`src/rtl/xbar_lock_pkg.sv`:
```
package xbar_lock_pkg;
  typedef enum logic [1:0] {
    LK_IDLE  = 2'd0,
    LK_DRAIN = 2'd1,
    LK_HELD  = 2'd2
  } lock_state_e;
endpackage

```
`src/rtl/xbar_lock_pick.sv`:
```
module xbar_lock_pick #(
  parameter int N_MASTERS = 4
) (
  input  logic [N_MASTERS-1:0] req,
  output logic [N_MASTERS-1:0] win,
  output logic                 any
);
  function automatic logic [N_MASTERS-1:0] first_set(input logic [N_MASTERS-1:0] v);
    logic [N_MASTERS-1:0] r;
    logic                 seen;
    r    = '0;
    seen = 1'b0;
    for (int i = 0; i < N_MASTERS; i++) begin
      if (v[i] && !seen) begin
        r[i] = 1'b1;
        seen = 1'b1;
      end
    end
    return r;
  endfunction

  assign win = first_set(req);
  assign any = |req;
endmodule

```
`src/rtl/xbar_lock_fsm.sv`:
```
module xbar_lock_fsm
  import xbar_lock_pkg::*;
#(
  parameter int N_MASTERS = 4
) (
  input  logic                 clk,
  input  logic                 rst_n,
  input  logic [N_MASTERS-1:0] lock_req,
  input  logic [N_MASTERS-1:0] busy_vec,
  input  logic                 bus_ready,
  input  logic [N_MASTERS-1:0] pick_win,
  input  logic                 pick_any,
  output lock_state_e          state,
  output logic [N_MASTERS-1:0] owner_q,
  output logic                 others_busy,
  output logic                 owner_req
);
  lock_state_e          st_q, st_d;
  logic [N_MASTERS-1:0] own_d;

  function automatic logic masked_any(input logic [N_MASTERS-1:0] v,
                                      input logic [N_MASTERS-1:0] m);
    return |(v & m);
  endfunction

  assign others_busy = masked_any(busy_vec, ~owner_q);
  assign owner_req   = masked_any(lock_req, owner_q);

  always_comb begin
    st_d  = st_q;
    own_d = owner_q;
    unique case (st_q)
      LK_IDLE: begin
        if (pick_any) begin
          st_d  = LK_DRAIN;
          own_d = pick_win;
        end
      end
      LK_DRAIN: begin
        if (!owner_req) begin
          st_d  = LK_IDLE;
          own_d = '0;
        end else if (!others_busy) begin
          st_d = LK_HELD;
        end
      end
      LK_HELD: begin
        if (!owner_req && bus_ready) begin
          st_d  = LK_IDLE;
          own_d = '0;
        end
      end
      default: begin
        st_d  = LK_IDLE;
        own_d = '0;
      end
    endcase
  end

  always_ff @(posedge clk or negedge rst_n) begin
    if (!rst_n) begin
      st_q    <= LK_IDLE;
      owner_q <= '0;
    end else begin
      st_q    <= st_d;
      owner_q <= own_d;
    end
  end

  assign state = st_q;
endmodule

```
`src/rtl/xbar_lock_gate.sv`:
```
module xbar_lock_gate
  import xbar_lock_pkg::*;
#(
  parameter int N_MASTERS = 4
) (
  input  lock_state_e          state,
  input  logic [N_MASTERS-1:0] owner_q,
  input  logic [N_MASTERS-1:0] lock_req,
  input  logic [N_MASTERS-1:0] xfer_valid,
  input  logic [N_MASTERS-1:0] busy_vec,
  output logic [N_MASTERS-1:0] stall,
  output logic [N_MASTERS-1:0] grant_ok,
  output logic                 slave_lock
);
  logic is_idle, is_drain, is_held;

  assign is_idle    = (state == LK_IDLE);
  assign is_drain   = (state == LK_DRAIN);
  assign is_held    = (state == LK_HELD);
  assign slave_lock = is_held;

  for (genvar m = 0; m < N_MASTERS; m++) begin : g_master
    logic fresh;
    assign fresh = xfer_valid[m] & ~busy_vec[m];
    always_comb begin
      if (is_idle) begin
        stall[m]    = lock_req[m] & xfer_valid[m];
        grant_ok[m] = ~lock_req[m];
      end else if (owner_q[m]) begin
        stall[m]    = is_drain & xfer_valid[m];
        grant_ok[m] = is_held;
      end else begin
        stall[m]    = fresh;
        grant_ok[m] = 1'b0;
      end
    end
  end
endmodule

```
`src/rtl/xbar_lock_ctrl.sv`:
```
module xbar_lock_ctrl
  import xbar_lock_pkg::*;
#(
  parameter int N_MASTERS = 4
) (
  input  logic                 clk,
  input  logic                 rst_n,
  input  logic [N_MASTERS-1:0] lock_req,
  input  logic [N_MASTERS-1:0] in_flight,
  input  logic [N_MASTERS-1:0] mid_burst,
  input  logic [N_MASTERS-1:0] xfer_valid,
  input  logic                 bus_ready,
  output logic [N_MASTERS-1:0] stall,
  output logic [N_MASTERS-1:0] grant_ok,
  output logic                 slave_lock
);
  logic [N_MASTERS-1:0] busy_vec;
  logic [N_MASTERS-1:0] pick_win;
  logic                 pick_any;
  lock_state_e          state;
  logic [N_MASTERS-1:0] owner_q;
  logic                 others_busy;
  logic                 owner_req;

  assign busy_vec = in_flight | mid_burst;

  xbar_lock_pick #(.N_MASTERS(N_MASTERS)) u_pick (
    .req (lock_req),
    .win (pick_win),
    .any (pick_any)
  );

  xbar_lock_fsm #(.N_MASTERS(N_MASTERS)) u_fsm (
    .clk         (clk),
    .rst_n       (rst_n),
    .lock_req    (lock_req),
    .busy_vec    (busy_vec),
    .bus_ready   (bus_ready),
    .pick_win    (pick_win),
    .pick_any    (pick_any),
    .state       (state),
    .owner_q     (owner_q),
    .others_busy (others_busy),
    .owner_req   (owner_req)
  );

  xbar_lock_gate #(.N_MASTERS(N_MASTERS)) u_gate (
    .state      (state),
    .owner_q    (owner_q),
    .lock_req   (lock_req),
    .xfer_valid (xfer_valid),
    .busy_vec   (busy_vec),
    .stall      (stall),
    .grant_ok   (grant_ok),
    .slave_lock (slave_lock)
  );
endmodule

```
`config.mk`:
```
export PLATFORM = sky130hd
export DESIGN_NAME = xbar_lock_ctrl
export DESIGN_NICKNAME = d
export VERILOG_FILES = /design/src/rtl/xbar_lock_pkg.sv /design/src/rtl/xbar_lock_pick.sv /design/src/rtl/xbar_lock_fsm.sv /design/src/rtl/xbar_lock_gate.sv /design/src/rtl/xbar_lock_ctrl.sv
export SDC_FILE = /design/constraint.sdc
export NUM_CORES = 1
export LEC_CHECK = 0
export BUFFER_PORTS_ARGS = -buffer_cell sky130_fd_sc_hd__buf_2
export CORE_AREA = 2 2 39 41
export DETAILED_ROUTE_END_ITERATION = 7
export DIE_AREA = 0 0 41 43
export GPL_ROUTABILITY_DRIVEN = 0
export PLACE_DENSITY = 0.73
export SLEW_MARGIN = 20
export SYNTH_ARGS = -nofsm -noshare
export SYNTH_HDL_FRONTEND = slang
export SYNTH_SLANG_ARGS = --single-unit
```
`constraint.sdc`:
```
create_clock -name clk -period 2.1 [get_ports clk]
set_clock_uncertainty 0.15 [all_clocks]
set_input_delay 0.63 -clock clk [delete_from_list [all_inputs] [get_ports clk]]
set_output_delay 0.63 -clock clk [all_outputs]
set_load 0.02 [all_outputs]
```
==> metrics.log <==
[metrics] violations in the final reports: negative setup slack
[metrics] maximum ir drop on the vdd rail: 0.589 mV
[metrics] top cell family by delay on the critical path: simple AND/OR/NAND/NOR gates
[metrics] post-route worst hold slack: ~0.035 ns
[metrics] crit path max fanout: 2
[metrics] total clock buffers created by CTS: 3
[metrics] Crit path required time: approximately 1.3 ns
[metrics] kind of critical path: input port to output port
[metrics] leading register cell type out of synthesis: sky130_fd_sc_hd__dfrtp_1
[metrics] Row Count: 14
[metrics] post-synthesis simple-gate area fraction: 0.319
[metrics] fraction of the mapped netlist area in adder cells: 0
[metrics] Setup WS post-layout: -0.213 ns
[metrics] Core ar.: about 1400 um2
[metrics] first-pass GRT wire length: between 2000 and 3000 um
[metrics] slowest cell delay on critical path: 0.38 ns
[metrics] Lkg Pwr: around 0.0004 uW
[metrics] slew of the pin with the lowest slew margin: approximately 0.40 ns
[metrics] number of inserted diodes: 0
[metrics] register bit total from synthesis: 6
[metrics] overall track demand over capacity in global routing: 0.238
[metrics] number of cells on the worst reg-to-reg path: 5
[metrics] logic gate share of total power: 0.694
[metrics] via total after detailed routing: around 650
[metrics] routed wire length per instance: 14.9 um
[metrics] ordered cell list for the critical path: buf_6 -> or3_4 -> a221oi_4 -> buf_6
[metrics] Synth Instances: 65
[metrics] nature of the critical path endpoint: output port
[metrics] Clock Power Share: 0.120
[metrics] overall routed net length: between 1500 and 2000 um
[metrics] CTS tree: done
[metrics] IO Count: 28
[metrics] compound-gate portion of the synthesized area: 0.321
[metrics] Arrival @ worst endpoint: 1.53 ns
[metrics] fmax: 432 MHz
[metrics] Design Area, Final: 853 um2
[metrics] Net Sw Power: between 400 and 500 uW
[metrics] clk sinks: 6
[metrics] Die Y: 43 um
[metrics] number of fillers in the final layout: 120
[metrics] final hold violation count: 0
[metrics] post-detailed-placement half-perimeter wirelength: between 1000 and 1500 um
[metrics] main combinational cell family by area after synthesis: compound AO/OA/AOI/OAI gates
[metrics] fraction of synthesized area in multiplexers: 0
[metrics] number of logic stages on the critical path including buffering: 4
[metrics] share of power burned in registers: 0.185
[metrics] maxcap violations: 0
[metrics] number of distinct library cells after synthesis: 24
[metrics] number of buffers inserted by hold repair at cts: 0
[metrics] xor-xnor portion of the synthesized cell area: 0
[metrics] async set or reset register ratio after synthesis: 1.00
[metrics] mean instance size in the synthesized netlist: between 7 and 8 um2
[metrics] sum of negative setup slack: -0.595 ns
[metrics] most used cell along the critical path: sky130_fd_sc_hd__buf_6
[metrics] final slew viol count: 0
[metrics] Starting Density: 0.349
[metrics] via count of the first global-routing pass: around 610
[metrics] number of buffers between clock root and the deepest sink: 2
[metrics] count of flip-flops with a built-in enable after synthesis: 0
[metrics] RSZ-0062 raised after global routing: true
[metrics] biggest area contributors in the synthesized netlist: sky130_fd_sc_hd__dfrtp_1 31%, sky130_fd_sc_hd__nor2_1 15%, sky130_fd_sc_hd__a221oi_1 7.3%, sky130_fd_sc_hd__a21oi_1 6.2%, sky130_fd_sc_hd__o21ai_0 5.2%
[metrics] count of buffers added by post-CTS timing repair for setup: 0
[metrics] outcome: complete, but fails checks
[metrics] pin count of the biggest net entering global routing: 16
[metrics] startpoint types: input port
[metrics] Worst Path Buf+Inv: 2
[metrics] mapped cell area: 483 um2
[metrics] Die W: between 40 and 50 um
[metrics] final antenna-violating net count: 0
[metrics] period utilisation layout: 1.10
[metrics] clock-pin slew reported for the worst setup and hold paths after clock tree synthesis: roughly 0.05 ns
[metrics] switch share: 0.464
[metrics] HP Class: input port to asynchronous set/reset pin
[metrics] Pre-Repair DR Iteration Count: 4
[metrics] top-area cell type share of the netlist area: 0.311
[metrics] count of unresolved DRC violations after routing: 0
[metrics] starting DRC count in detailed routing: 11
[metrics] post-place instance area: between 700 and 800 um2
[metrics] Clock H-tree levels: 1
[metrics] power density over cell area: approximately 1100 nW/um2
[metrics] number of warnings printed during yosys synthesis: 0
[metrics] Synth area leader: sky130_fd_sc_hd__dfrtp_1
[metrics] Register Area: ~150 um2
[metrics] source-to-sink clock delay at the later pin of the worst-skew pair: roughly 0.26 ns
[metrics] # nets final: 124
[metrics] synthesis-to-layout area growth: 76.7%
[metrics] clock period minus final worst setup slack: 2.31 ns
[metrics] Critical Path Slowest Stage Cell: sky130_fd_sc_hd__or3_4
[metrics] share of final-layout standard cells stronger than drive strength 1: 0.515
[metrics] Multi-input gate area: approximately 380 um2
[metrics] floorplan die area: roughly 1800 um2
[metrics] sequential element share of the synthesized area: 0.311
[metrics] headroom to the max-slew limit: 0.727
[metrics] overflow left after global routing: 0
[metrics] port bufs: 27
[metrics] net count after synthesis: 84
[metrics] vias per std cell: ~5.5
[metrics] antenna violations before repair: 0
[metrics] clock root cell: sky130_fd_sc_hd__clkbuf_4
[metrics] Internal Pwr Total: 516 uW
[metrics] # setup viols final: 4
==> registers in the layout (all words and copies together), names as in the netlist <==
register / cells
u_fsm.owner_q: 4
u_fsm.state: 2
==> cell type report <==
class / instances / area share
sequential: 6 / 0.176
clock buffer: 3 / 0.0264
tap: 16 / 0.0235
inverter: 3 / 0.0132
timing repair buffer: 38 / 0.312
multi-input combinational: 53 / 0.449
==> worst register-to-register path, delay by kind of cell, from the launching register on <==
family | cells | cell delay, ns
AOI/OAI and AO/OA | 3 | 0.58
and+or+nand+nor | 1 | 0.44
DFF | 1 | 0.38
buffers and inverters | 1 | 0.15
==> routing by layer <==
metal | track usage | share of wire | wire, um | up-vias
met5 | 0 | 0 | 0 | -
met4 | 0.167 | 0.027 | 48 | 0
met3 | 0.0942 | 0.069 | 123 | 5
met2 | 0.359 | 0.50 | 887 | 26
met1 | 0.256 | 0.40 | 710 | 307
li1 | - | - | - | 316
==> metrics by stage <==
step	instances	setup slack, ns	power, uW	utilization
global placement	116	-0.222	780	0.553
CTS	119	-0.220	944	0.602
global route	119	-0.243	1030	0.617
detailed placement	116	-0.258	796	0.553
finish	119	-0.213	962	0.617
floorplan	65	-0.115	573	-
==> synthesized netlist by cell type, types with 2 or more instances <==
master                     instances
sky130_fd_sc_hd__nor2_1           19
sky130_fd_sc_hd__a21oi_1           6
sky130_fd_sc_hd__dfrtp_1           6
sky130_fd_sc_hd__o21ai_0           5
sky130_fd_sc_hd__a221oi_1          4
sky130_fd_sc_hd__or3_1             4
sky130_fd_sc_hd__inv_1             3
sky130_fd_sc_hd__a22o_1            2
==> power by group through the flow <==
stage	sequential [uW]	clock, uW	combinational [uW]
3_5_place_dp	177	0	619
5_1_grt	180	126	720
6_report	178	116	668
4_1_cts	176	116	652
2_1_floorplan	192	0	380
3_3_place_gp	175	0	605
==> kinds of logic after synthesis <==
kind of cell / count (synthesis)
flops: 6
compound gates: 22
buf+inv: 6
simple gates: 31
==> path summary, 6_finish.rpt <==
kind / endpoint / start / slack, ns
max: stall[1] / mid_burst[1] / -0.21
min: u_fsm.owner_q[3] / rst_n / 0.03
max reg2reg: u_fsm.owner_q[2] / u_fsm.owner_q[2] / 0.29
min reg2reg: u_fsm.owner_q[3] / u_fsm.owner_q[3] / 0.46
max in group asynchronous: u_fsm.state[0] / rst_n / 1.62
min in group clk: u_fsm.owner_q[3] / u_fsm.owner_q[3] / 0.46
==> repair_timing <==
action	4_1_cts	5_1_grt
resized for setup	12	6
endpoints found under the setup margin	4	5
pin swaps	5	0
==> placed cells by master, fill, tap and decap left out, drive strengths merged, types with 2 or more instances in the layout <==
cell type,instances
nor3,2
clkbuf,3
inv,3
or3,5
a21oi,6
a22o,2
o21ai,5
buf,38
dfrtp,6
nor2,19
a22oi,2
a221oi,4
Note: power is estimated with default switching activity, not from simulation.
